**src/rtl/tmr_pkg.sv**
```systemverilog
package tmr_pkg;

   localparam int DATA_W  = 8;
   localparam int SEL_W   = 2;
   localparam int PRE_W   = 4;

   localparam int ADR_CNT_HI = 0;
   localparam int ADR_CNT_LO = 1;
   localparam int ADR_DIVSEL = 2;
   localparam int ADR_MASK   = 3;
   localparam int ADR_FLAGS  = 4;
   localparam int ADR_ACC    = 5;

   localparam int BIT_WRAP = 7;
   localparam int BIT_TAP  = 6;
   localparam int BIT_ACC  = 5;

   localparam logic [DATA_W-1:0] FLAG_IMPL =
      DATA_W'((1 << BIT_WRAP) | (1 << BIT_TAP) | (1 << BIT_ACC));

   // terminal count of the prescaler for a divide select: 0, 3, 7, 15
   function automatic logic [PRE_W-1:0] div_terminal(input logic [SEL_W-1:0] sel);
      logic [PRE_W:0] span;
      if (sel == '0) return '0;
      span = (PRE_W+1)'(1) << (sel + 1);
      return PRE_W'(span - 1'b1);
   endfunction

endpackage

```
**src/rtl/tmr_sel_lock.sv**
```systemverilog
module tmr_sel_lock
   import tmr_pkg::*;
#(
   parameter int LOCK_CYC = 64
) (
   input  logic             clk,
   input  logic             rst_n,
   input  logic             special_i,
   input  logic             wr_i,
   input  logic [SEL_W-1:0] wdata_i,
   output logic [SEL_W-1:0] sel_o,
   output logic             locked_o
);

   localparam int WIN_W = $clog2(LOCK_CYC + 1);

   if (LOCK_CYC < 1) begin : g_bad_lock
      $error("tmr_sel_lock: LOCK_CYC must be at least 1");
   end

   logic [WIN_W-1:0] win_q;
   logic             written_q;
   logic [SEL_W-1:0] sel_q;
   logic             win_open;
   logic             accept;

   assign win_open = (win_q < WIN_W'(LOCK_CYC));
   assign locked_o = written_q | ~win_open;
   assign accept   = wr_i & (special_i | ~locked_o);
   assign sel_o    = sel_q;

   always_ff @(posedge clk or negedge rst_n) begin
      if (!rst_n) begin
         win_q     <= '0;
         written_q <= 1'b0;
         sel_q     <= '0;
      end else begin
         if (win_open) win_q <= win_q + 1'b1;
         if (accept) begin
            sel_q     <= wdata_i;
            written_q <= 1'b1;
         end
      end
   end

   // once frozen, normal-mode writes do nothing
   p_locked_hold_r3: assert property (@(posedge clk) disable iff (!rst_n)
      (locked_o && !special_i) |=> $stable(sel_q));

   // special mode always takes the written value
   p_special_write_r5: assert property (@(posedge clk) disable iff (!rst_n)
      (special_i && wr_i) |=> (sel_q == $past(wdata_i)));

endmodule

```
**src/rtl/tmr_prescale_cnt.sv**
```systemverilog
module tmr_prescale_cnt
   import tmr_pkg::*;
#(
   parameter int CNT_W = 16
) (
   input  logic             clk,
   input  logic             rst_n,
   input  logic [SEL_W-1:0] sel_i,
   output logic [CNT_W-1:0] cnt_o,
   output logic             wrap_o
);

   logic [PRE_W-1:0] pre_q;
   logic [PRE_W-1:0] term;
   logic             tick;
   logic [CNT_W-1:0] cnt_q;

   assign term   = div_terminal(sel_i);
   assign tick   = (pre_q >= term);
   assign cnt_o  = cnt_q;
   assign wrap_o = tick & (&cnt_q);

   always_ff @(posedge clk or negedge rst_n) begin
      if (!rst_n) begin
         pre_q <= '0;
         cnt_q <= '0;
      end else begin
         pre_q <= tick ? '0 : pre_q + 1'b1;
         if (tick) cnt_q <= cnt_q + 1'b1;
      end
   end

   // undivided select steps the count every clock
   p_div1_step_r1: assert property (@(posedge clk) disable iff (!rst_n)
      (sel_i == '0) |=> (cnt_q == CNT_W'($past(cnt_q) + 1'b1)));

   // between terminal counts the count holds
   p_hold_r2: assert property (@(posedge clk) disable iff (!rst_n)
      !tick |=> $stable(cnt_q));

   // a wrap event lands the count on zero
   p_wrap_zero_r6: assert property (@(posedge clk) disable iff (!rst_n)
      wrap_o |=> (cnt_q == '0));

endmodule

```
**src/rtl/tmr_evt.sv**
```systemverilog
module tmr_evt #(
   parameter int ACC_W = 8
) (
   input  logic             clk,
   input  logic             rst_n,
   input  logic             tap_i,
   input  logic             ev_i,
   output logic             tap_rise_o,
   output logic [ACC_W-1:0] acc_o,
   output logic             roll_o
);

   logic             tap_q;
   logic [ACC_W-1:0] acc_q;

   assign tap_rise_o = tap_i & ~tap_q;
   assign roll_o     = ev_i & (&acc_q);
   assign acc_o      = acc_q;

   always_ff @(posedge clk or negedge rst_n) begin
      if (!rst_n) begin
         tap_q <= 1'b0;
         acc_q <= '0;
      end else begin
         tap_q <= tap_i;
         if (ev_i) acc_q <= acc_q + 1'b1;
      end
   end

   // rollover leaves the accumulator at zero
   p_acc_roll_r8: assert property (@(posedge clk) disable iff (!rst_n)
      roll_o |=> (acc_q == '0));

   // a held tap yields no further rise
   p_tap_level_r7: assert property (@(posedge clk) disable iff (!rst_n)
      (tap_i && $stable(tap_i)) |=> (tap_i ? !tap_rise_o : 1'b1));

endmodule

```
**src/rtl/tmr_flags.sv**
```systemverilog
module tmr_flags #(
   parameter int              DW   = 8,
   parameter logic [DW-1:0]   IMPL = '1
) (
   input  logic          clk,
   input  logic          rst_n,
   input  logic [DW-1:0] set_i,
   input  logic          clr_wr_i,
   input  logic [DW-1:0] clr_data_i,
   input  logic          mask_wr_i,
   input  logic [DW-1:0] mask_data_i,
   output logic [DW-1:0] flags_o,
   output logic [DW-1:0] mask_o,
   output logic          irq_o
);

   for (genvar b = 0; b < DW; b++) begin : g_bit
      if (IMPL[b]) begin : g_on
         logic f_q;
         logic m_q;
         always_ff @(posedge clk or negedge rst_n) begin
            if (!rst_n) begin
               f_q <= 1'b0;
               m_q <= 1'b0;
            end else begin
               f_q <= set_i[b] | (f_q & ~(clr_wr_i & clr_data_i[b]));
               if (mask_wr_i) m_q <= mask_data_i[b];
            end
         end
         assign flags_o[b] = f_q;
         assign mask_o[b]  = m_q;

         // a set event wins over a same-cycle clear
         p_set_wins_r10: assert property (@(posedge clk) disable iff (!rst_n)
            set_i[b] |=> f_q);

         // without a one written to this bit the flag stays set
         p_keep_r9: assert property (@(posedge clk) disable iff (!rst_n)
            (f_q && !(clr_wr_i && clr_data_i[b])) |=> f_q);
      end else begin : g_off
         assign flags_o[b] = 1'b0;
         assign mask_o[b]  = 1'b0;
      end
   end

   assign irq_o = |(flags_o & mask_o);

endmodule

```
**src/rtl/prescaled_timer.sv**
```systemverilog
module prescaled_timer
   import tmr_pkg::*;
#(
   parameter int CNT_W    = 16,
   parameter int ACC_W    = 8,
   parameter int LOCK_CYC = 64,
   parameter int ADDR_W   = 3
) (
   input  logic              clk,
   input  logic              rst_n,
   input  logic              special_i,
   input  logic              bus_we_i,
   input  logic [ADDR_W-1:0] bus_addr_i,
   input  logic [7:0]        bus_wdata_i,
   output logic [7:0]        bus_rdata_o,
   input  logic              rt_tap_i,
   input  logic              pa_event_i,
   output logic              irq_o
);

   if (CNT_W < 9 || CNT_W > 16) begin : g_bad_cnt
      $error("prescaled_timer: CNT_W must lie in 9..16");
   end
   if (ACC_W < 1 || ACC_W > 8) begin : g_bad_acc
      $error("prescaled_timer: ACC_W must lie in 1..8");
   end
   if (ADDR_W < 3) begin : g_bad_addr
      $error("prescaled_timer: ADDR_W must be at least 3");
   end

   logic             wr_sel, wr_mask, wr_flags;
   logic [SEL_W-1:0] sel;
   logic             locked;
   logic [CNT_W-1:0] cnt;
   logic             wrap;
   logic             tap_rise;
   logic [ACC_W-1:0] acc;
   logic             roll;
   logic [7:0]       set_vec;
   logic [7:0]       flags;
   logic [7:0]       mask;

   assign wr_sel   = bus_we_i && (bus_addr_i == ADDR_W'(ADR_DIVSEL));
   assign wr_mask  = bus_we_i && (bus_addr_i == ADDR_W'(ADR_MASK));
   assign wr_flags = bus_we_i && (bus_addr_i == ADDR_W'(ADR_FLAGS));

   tmr_sel_lock #(.LOCK_CYC(LOCK_CYC)) u_lock (
      .clk       (clk),
      .rst_n     (rst_n),
      .special_i (special_i),
      .wr_i      (wr_sel),
      .wdata_i   (bus_wdata_i[SEL_W-1:0]),
      .sel_o     (sel),
      .locked_o  (locked)
   );

   tmr_prescale_cnt #(.CNT_W(CNT_W)) u_cnt (
      .clk    (clk),
      .rst_n  (rst_n),
      .sel_i  (sel),
      .cnt_o  (cnt),
      .wrap_o (wrap)
   );

   tmr_evt #(.ACC_W(ACC_W)) u_evt (
      .clk        (clk),
      .rst_n      (rst_n),
      .tap_i      (rt_tap_i),
      .ev_i       (pa_event_i),
      .tap_rise_o (tap_rise),
      .acc_o      (acc),
      .roll_o     (roll)
   );

   always_comb begin
      set_vec           = '0;
      set_vec[BIT_WRAP] = wrap;
      set_vec[BIT_TAP]  = tap_rise;
      set_vec[BIT_ACC]  = roll;
   end

   tmr_flags #(.DW(8), .IMPL(FLAG_IMPL)) u_flags (
      .clk         (clk),
      .rst_n       (rst_n),
      .set_i       (set_vec),
      .clr_wr_i    (wr_flags),
      .clr_data_i  (bus_wdata_i),
      .mask_wr_i   (wr_mask),
      .mask_data_i (bus_wdata_i),
      .flags_o     (flags),
      .mask_o      (mask),
      .irq_o       (irq_o)
   );

   always_comb begin
      bus_rdata_o = '0;
      case (int'(bus_addr_i))
         ADR_CNT_HI: bus_rdata_o = 8'(cnt >> 8);
         ADR_CNT_LO: bus_rdata_o = cnt[7:0];
         ADR_DIVSEL: bus_rdata_o = 8'(sel);
         ADR_MASK:   bus_rdata_o = mask;
         ADR_FLAGS:  bus_rdata_o = flags;
         ADR_ACC:    bus_rdata_o = 8'(acc);
         default:    bus_rdata_o = '0;
      endcase
   end

   // unimplemented flag bits always read zero
   p_unused_zero_r12: assert property (@(posedge clk) disable iff (!rst_n)
      (bus_addr_i == ADDR_W'(ADR_FLAGS)) |-> (bus_rdata_o[4:0] == 5'd0));

   // with nothing masked in, no interrupt
   p_irq_masked_r11: assert property (@(posedge clk) disable iff (!rst_n)
      (mask == '0) |-> !irq_o);

   // a locked select ignores normal-mode writes (seen at the bus)
   p_sel_frozen_r3: assert property (@(posedge clk) disable iff (!rst_n)
      (locked && !special_i) |=> $stable(sel));

endmodule

```
**config.mk**
```make
export PLATFORM = sky130hd
export DESIGN_NAME = prescaled_timer
export DESIGN_NICKNAME = d
export VERILOG_FILES = /design/src/rtl/tmr_pkg.sv /design/src/rtl/tmr_sel_lock.sv /design/src/rtl/tmr_prescale_cnt.sv /design/src/rtl/tmr_evt.sv /design/src/rtl/tmr_flags.sv /design/src/rtl/prescaled_timer.sv
export SDC_FILE = /design/constraint.sdc
export NUM_CORES = 1
export LEC_CHECK = 0
export ABC_AREA = 1
export BUFFER_PORTS_ARGS = -buffer_cell sky130_fd_sc_hd__buf_2
export CORE_ASPECT_RATIO = 0.9
export CORE_UTILIZATION = 55
export CTS_BUF_LIST = sky130_fd_sc_hd__clkbuf_2 sky130_fd_sc_hd__clkbuf_4 sky130_fd_sc_hd__clkbuf_8
export CTS_CLUSTER_SIZE = 8
export DETAILED_ROUTE_END_ITERATION = 8
export PLACE_DENSITY_LB_ADDON = 0.25
export SLEW_MARGIN = 20
export SYNTH_ARGS = -nofsm -noshare
export SYNTH_HDL_FRONTEND = slang
export SYNTH_SLANG_ARGS = --single-unit
```
**constraint.sdc**
```tcl
create_clock -name clk -period 5.5 [get_ports clk]
set_input_delay 0.55 -clock clk [delete_from_list [all_inputs] [get_ports clk]]
set_output_delay 0.55 -clock clk [all_outputs]
set_load 0.05 [all_outputs]
```
==> results by group, run 1 <==
Synth
  • Ys flop type: dfrtp_1
  • Synthesized flop and latch total: 45
  • Top cells by area, synth: dfrtp_1 (44%), nand2_1 (15%), inv_1 (7.7%), xor2_1 (5.5%), ha_1 (4.4%)
  • Post-Syn Area: 0.00257 sq mm
  • Area share of the leading cell type in the synthesized netlist: 43.8%
  • Ys Warns: 0
  • Post-synth ARST share: 100%
  • Syn_nets: 357
  • Cells after Synth: around 330
  • Synth area leader: dfrtp_1
  • Netlist cell types: 28
  • Sequential share of the synthesized area: 43.8%
  • Syn Area/Cell: 7.77 sq um
  • Post-synth EDFFs: 0

Floorplan
  • Initial Utilization: 57.6%
  • Core area: around 0.0045 sq mm
  • Row count: 23
  • Die width: around 74 um
  • Die Y: 66.9 um
  • Area of the die: 0.00495 sq mm
  • Ports: 26

Timing
  • Final setup margin: 3.01 ns
  • Final setup vio count: 0
  • Hold Slack: 0.243 ns
  • Final critical-path required period: 2.49 ns
  • Fmax: around 400 MHz
  • Setup Total Neg Slack: 0 ns
  • Final Hold Fails: 0
  • Slew margin rel.: 62.5%
  • RSZ-0062 raised after global routing: false
  • Final worst-path cycle share: a little under half
  • Worst Clk Skew: 0.00470 ns
  • Worst-Margin Slew: 0.562 ns
  • Max Transition Viols Final: 0

Routing
  • DR vias: between 2000 and 2500
  • Avg WL per Cell: 12.3 um
  • Via-per-instance ratio: 5.13
  • Iteration-0 DRC Markers: 112
  • First-pass iteration count of the detailed router: 4
  • Residual DRC: 0
  • WL final: 5.15 mm
  • Antenna Nets Post-Route: 0

Global route
  • First-pass GRT wire length: 8.63 mm
  • Initial antenna violation count: 0
  • Grt met1 use: 31.8%
  • Vias in the first global route: 1975
  • Tot GR Track Use: 23.1%
  • Met2 Usage GRT: 36.6%
  • Largest net degree at the start of global routing: 46
  • GRT overflow: 0
  • Top Usage Layer GRT: met2
  • Global Route met3 Usage: approximately 4.8%

CTS
  • Hold_buf cts: 0
  • Latest clock arrival within the worst-skew pair: 0.29 ns
  • Setup Buffers After CTS: 0
  • TritonCTS buffer count: 5
  • CTS Sinks: 45
  • CTS tree: built
  • PostCTS Resize Cnt: 0
  • CTS clock-pin slew for the worst setup and hold paths: 0.08 ns
  • # H-tree levels: 2
  • Max Buffers Root-to-Sink: 2
  • Root Buffer Master: clkbuf_8

Critical path
  • R2R cell count: 11
  • Critical Path RT: 5.66 ns
  • CP Class: register to register
  • Critical path arrival: 2.65 ns
  • Startpoint Class: register
  • Crit path max fanout: 26
  • Endpoint class of the critical path: register

Placement
  • DP HPWL: about 3.9 mm
  • DP Worst Slack: 2.99 ns
  • Dpl cell area: 0.00275 sq mm
  • Placed Instances: around 410
  • Gpl congestion: 0.790
  • Number of port buffers: 22

Finish
  • Area growth syn-to-layout: 10.9%
  • Layout cell share with drive strength beyond 1: 12.3%
  • Final Util: 63.9%
  • Post-Layout Cell Count: 419
  • Post-route cell area: ~0.0029 sq mm
  • Nets: 383
  • ANT cells: 0

Worst hold path
  • Worst hold-check path type: input port to asynchronous set/reset pin

Power
  • Maximum vdd drop: 0.191 mV
  • Pwr Density: ~370 mW/mm^2
  • P_leak: 1.42 nW
  • Total power: about 1.1 mW

Run
  • Max cap viols: 0

Status
  • Status: finished clean
-- layout make-up --
type,count,area [sq um]
Clock buffer,5,68.8
Clock inverter,2,35.0
Fill cell,395,1610
Inverter,54,203
Multi-Input combinational cell,229,1230
Sequential cell,45,1130
Tap cell,62,77.6
Timing Repair Buffer,22,113
-- synthesized netlist by cell type, types with 2 or more instances --
library cell  instances
a21oi_1               4
buf_2                 2
dfrtp_1              45
ha_1                  9
inv_1                53
nand2_1             100
nand2_2               3
nand3_1              16
nand3_2               2
nand4_1              10
nor2_1               22
nor2_2                3
nor2_4                3
o21ai_0              21
o221ai_1              3
o22ai_1               5
o31ai_1               2
xnor2_1               3
xor2_1               16
-- sequential cells by signal, indices dropped and copies added, names as in the netlist --
name and count:
u_evt.tap_q 1, u_flags.g_bit.g_on.f_q 3, u_lock.written_q 1, u_cnt.cnt_o 16, u_lock.sel_o 2, u_lock.win_q 7
u_cnt.pre_q 4, u_evt.acc_o 8, u_flags.g_bit.g_on.m_q 3
-- path summary, 6_finish.rpt --
check	from	to	slack (ns)
min in group clk	rt_tap_i	u_evt.tap_q	0.38
worst min register to register	u_evt.tap_q	u_flags.g_bit[6].g_on.f_q	0.43
max in group asynchronous	rst_n	u_cnt.cnt_o[0]	4.88
worst max register to register	u_lock.sel_o[0]	u_cnt.cnt_o[5]	3.01
worst min-delay path	rst_n	u_lock.win_q[2]	0.24
worst max-delay path	u_lock.sel_o[0]	u_cnt.cnt_o[5]	3.01
-- power by group --
part / total, mW / switching (mW) / internal [mW]
clock: 0.238 / 0.106 / 0.132
sequential: 0.467 / 0.0672 / 0.400
combinational: 0.363 / 0.253 / 0.111
total: 1.07 / 0.426 / 0.642
-- placed cells by master (no fill, tap or decap) --
cell       count
inv_1         53
inv_2          1
dfrtp_1       45
ha_1           9
o21ai_0       21
a21oi_1        4
nor2_2         3
o221ai_1       3
nor3_2         1
buf_2         21
o2111ai_1      1
or2_1          1
o31ai_1        2
clkinv_2       1
nand3b_1       1
nor3_4         1
clkbuf_8       5
xnor2_1        3
bufinv_16      1
nand4_1       10
nand2_2        3
or2_2          1
nor3_1         1
xor2_1        16
nor2_4         3
buf_4          1
nand3_2        2
nand3_1       16
nor2_1        22
nand2_1      100
o22ai_1        5
-- worst max-delay path: stages (launching register included) --
cell and delay [ns]:
dfrtp_1 0.41, nor2_1 0.22, inv_1 0.07, ha_1 0.19, inv_1 0.05, ha_1 0.23
nand2_1 0.07, inv_1 0.03, nand2_1 0.07, nand3_2 0.40, inv_1 0.45, o21ai_0 0.16
-- routing by layer --
layer | part of all wire (%) | up-vias
li1 | - | 1100
met2 | 47 | 43
met5 | 0 | -
met4 | 1.0 | 0
met1 | 49 | 998
met3 | 3.4 | 7
-- cells by family (layout without fill, tap and decap cells) --
group / after synthesis / count (layout) / synth area share (%)
adder cells (fa/ha/maj): 9 / 9 / 4.38
XOR/XNOR: 19 / 19 / 6.47
flip-flops: 45 / 45 / 43.8
AND/OR/NAND/NOR: 165 / 165 / 28.9
buffers and inverters: 57 / 83 / 8.42
AO/OA/AOI/OAI: 36 / 36 / 8.03
(Power assumes the default switching activity.)
==> run 2: changes to the inputs <==
==> constraint.sdc (replaced) <==
create_clock -name clk -period 2.6 [get_ports clk]
set_input_delay 0.26 -clock clk [delete_from_list [all_inputs] [get_ports clk]]
set_output_delay 0.26 -clock clk [all_outputs]
set_load 0.05 [all_outputs]
==> run 2 against run 1 <==
Compared with the run above:
- combinational power is 120% higher
- clock skew is 0.0018 ns higher
- highest routed layer unchanged
- critical path depth stayed put
- register-to-register slack worse by 2.4 ns
==> results by group, run 2 (synthesized netlist as in run 1, its figures left out) <==
Floorplan
  • Row count: 23 (unchanged)
  • Ports: 26 (unchanged)
  • Area of the die: 0.00495 sq mm (unchanged)
  • Initial Utilization: 57.6% (unchanged)
  • Core area: 0.00446 sq mm (unchanged)
  • Die Y: 66.9 um (unchanged)
  • Die width: 74.1 um (unchanged)

Worst hold path
  • Worst hold-check path type: input port to register
  • Hold depth: 1
  • Worst Hold End: u_evt.tap_q
  • Hold_sp: rt_tap_i

Power
  • Pwr Density: 780 mW/mm^2 (+110%)
  • P_leak: 1.43 nW (+0.45%)
  • Maximum vdd drop: 0.531 mV (+180%)
  • Total power: 2.23 mW (+110%)

Timing
  • Final setup vio count: 0 (unchanged)
  • Final setup margin: 0.608 ns (-2.40 ns)
  • Final Hold Fails: 0 (unchanged)
  • RSZ-0062 raised after global routing: false
  • Final critical-path required period: 1.99 ns (-0.502 ns)
  • Setup Total Neg Slack: 0 ns (unchanged)
  • Final worst-path cycle share: 76.6% (+31 points)
  • Worst-Margin Slew: 0.565 ns (+0.00335 ns)
  • Hold Slack: 0.0841 ns (-0.159 ns)
  • Fmax: 502 MHz (+25%)
  • Slew margin rel.: 62.3% (-0.22 points)
  • Worst Clk Skew: 0.00650 ns (+0.00180 ns)
  • Max Transition Viols Final: 0 (unchanged)

Finish
  • Nets: 385 (+0.52%)
  • # fillers: 386 (-2.3%)
  • Final Util: 64.2% (+0.22 points)
  • Most common cell after layout, fill and taps aside: nand2_1
  • Layout cell share with drive strength beyond 1: 12.8% (+0.45 points)
  • Area growth syn-to-layout: 11.3%
  • ANT cells: 0 (unchanged)
  • Max FFs per register: 16 (unchanged)
  • Commonest cells after routing, fill and taps aside: nand2_1 (100), inv_1 (53), dfrtp_1 (45)
  • Post-route cell area: 0.00286 sq mm (+0.35%)
  • Post-Layout Cell Count: 422 (+0.72%)

Critical path
  • Crit path max fanout: 11 (-58%)
  • Critical path arrival: 2.16 ns (-0.49 ns)
  • R2R cell count: 11 (unchanged)
  • Endpoint class of the critical path: register
  • Reg2Reg Setup Slack: 0.61 ns (-2.40 ns)
  • Startpoint Class: register
  • CP Class: register to register
  • Critical Path RT: 2.77 ns (-2.89 ns)
  • Reg2Reg Launch Point: u_lock.sel_o[0]
  • R2R Path End: u_cnt.cnt_o[6]

CTS
  • Max Buffers Root-to-Sink: 2 (unchanged)
  • CTS Sinks: 45 (unchanged)
  • CTS clock-pin slew for the worst setup and hold paths: 0.09 ns (about the same)
  • Latest clock arrival within the worst-skew pair: 0.30 ns (about the same)
  • Root Buffer Master: clkbuf_8
  • # H-tree levels: 2 (unchanged)
  • Setup Buffers After CTS: 0 (unchanged)
  • TritonCTS buffer count: 5 (unchanged)
  • CTS tree: built

Routing
  • Iteration-0 DRC Markers: 141 (+26%)
  • Antenna Nets Post-Route: 0 (unchanged)
  • Avg WL per Cell: 12.1 um (-1.4%)
  • Via-per-instance ratio: 5.11 (-0.29%)
  • DR vias: 2157 (+0.42%)
  • WL final: 5.12 mm (-0.72%)
  • First-pass iteration count of the detailed router: 4 (unchanged)
  • Residual DRC: 0 (unchanged)

Placement
  • Placed Instances: 413 (+0.24%)
  • DP HPWL: 3.83 mm (-0.48%)
  • Gpl congestion: 0.789 (-0.13%)
  • DP Worst Slack: 0.607 ns (-2.38 ns)
  • Dpl cell area: 0.00275 sq mm (+0.27%)
  • Number of port buffers: 22 (unchanged)

Status
  • Status: finished clean

Global route
  • Initial antenna violation count: 0 (unchanged)
  • First-pass GRT wire length: 8.39 mm (-2.7%)
  • Largest net degree at the start of global routing: 46 (unchanged)
  • Tot GR Track Use: 22.9% (-0.17 points)
  • Vias in the first global route: 1879 (-4.9%)
  • GRT overflow: 0 (unchanged)

Run
  • Max cap viols: 0 (unchanged)
run 2: worst max-delay path, cell delays in order, from the launching register on:
cell     delay, ns
dfrtp_1       0.42
nor2_1        0.22
inv_1         0.07
ha_1          0.20
inv_1         0.05
ha_1          0.22
nand2_1       0.07
inv_1         0.03
nand2_1       0.07
nand3_2       0.07
inv_1         0.28
o21ai_0       0.16
run 2: routing by layer:
metal	share of wire [%]	vias up	track usage (%)
li1	-	1107	-
met1	49	1004	31.4
met2	45	40	34.8
met3	4.6	6	4.99
met4	1.3	0	9.38
met5	0	-	0
run 2: repair_timing:
item | CTS | global route
hold buffers | 0 | 1
endpoints found under the setup margin | 0 | 0
resized for setup | 0 | 0
hold endpoints to repair | 0 | 25
run 2: worst max path at each step:
stage | to | slack [ns] | from | depth (start not counted)
after global placement | u_cnt.cnt_o[6] | 0.69 | u_lock.sel_o[0] | 11
final | u_cnt.cnt_o[6] | 0.61 | u_lock.sel_o[0] | 11
after detailed placement | u_cnt.cnt_o[6] | 0.61 | u_lock.sel_o[0] | 11
after global routing | u_cnt.cnt_o[2] | 0.42 | u_lock.sel_o[0] | 12
after CTS | u_cnt.cnt_o[6] | 0.59 | u_lock.sel_o[0] | 11
after floorplan | u_cnt.cnt_o[6] | 0.81 | u_lock.sel_o[0] | 12
run 2: layout make-up:
class	count	area, sq um	share of cell area [%]
tap	62	77.6	2.71
multi-input combinational	229	1230	42.9
clock buffer	6	82.6	2.89
clock inverter	2	13.8	0.481
timing repair buffer	24	130	4.55
inverter	54	203	7.08
sequential	45	1130	39.4
run 2: where the power goes:
part	switching (mW)	internal [mW]	total, mW	leakage (nW)
Combinational	0.534	0.252	0.786	0.813
Sequential	0.142	0.845	0.987	0.566
Clock	0.244	0.216	0.459	0.0512
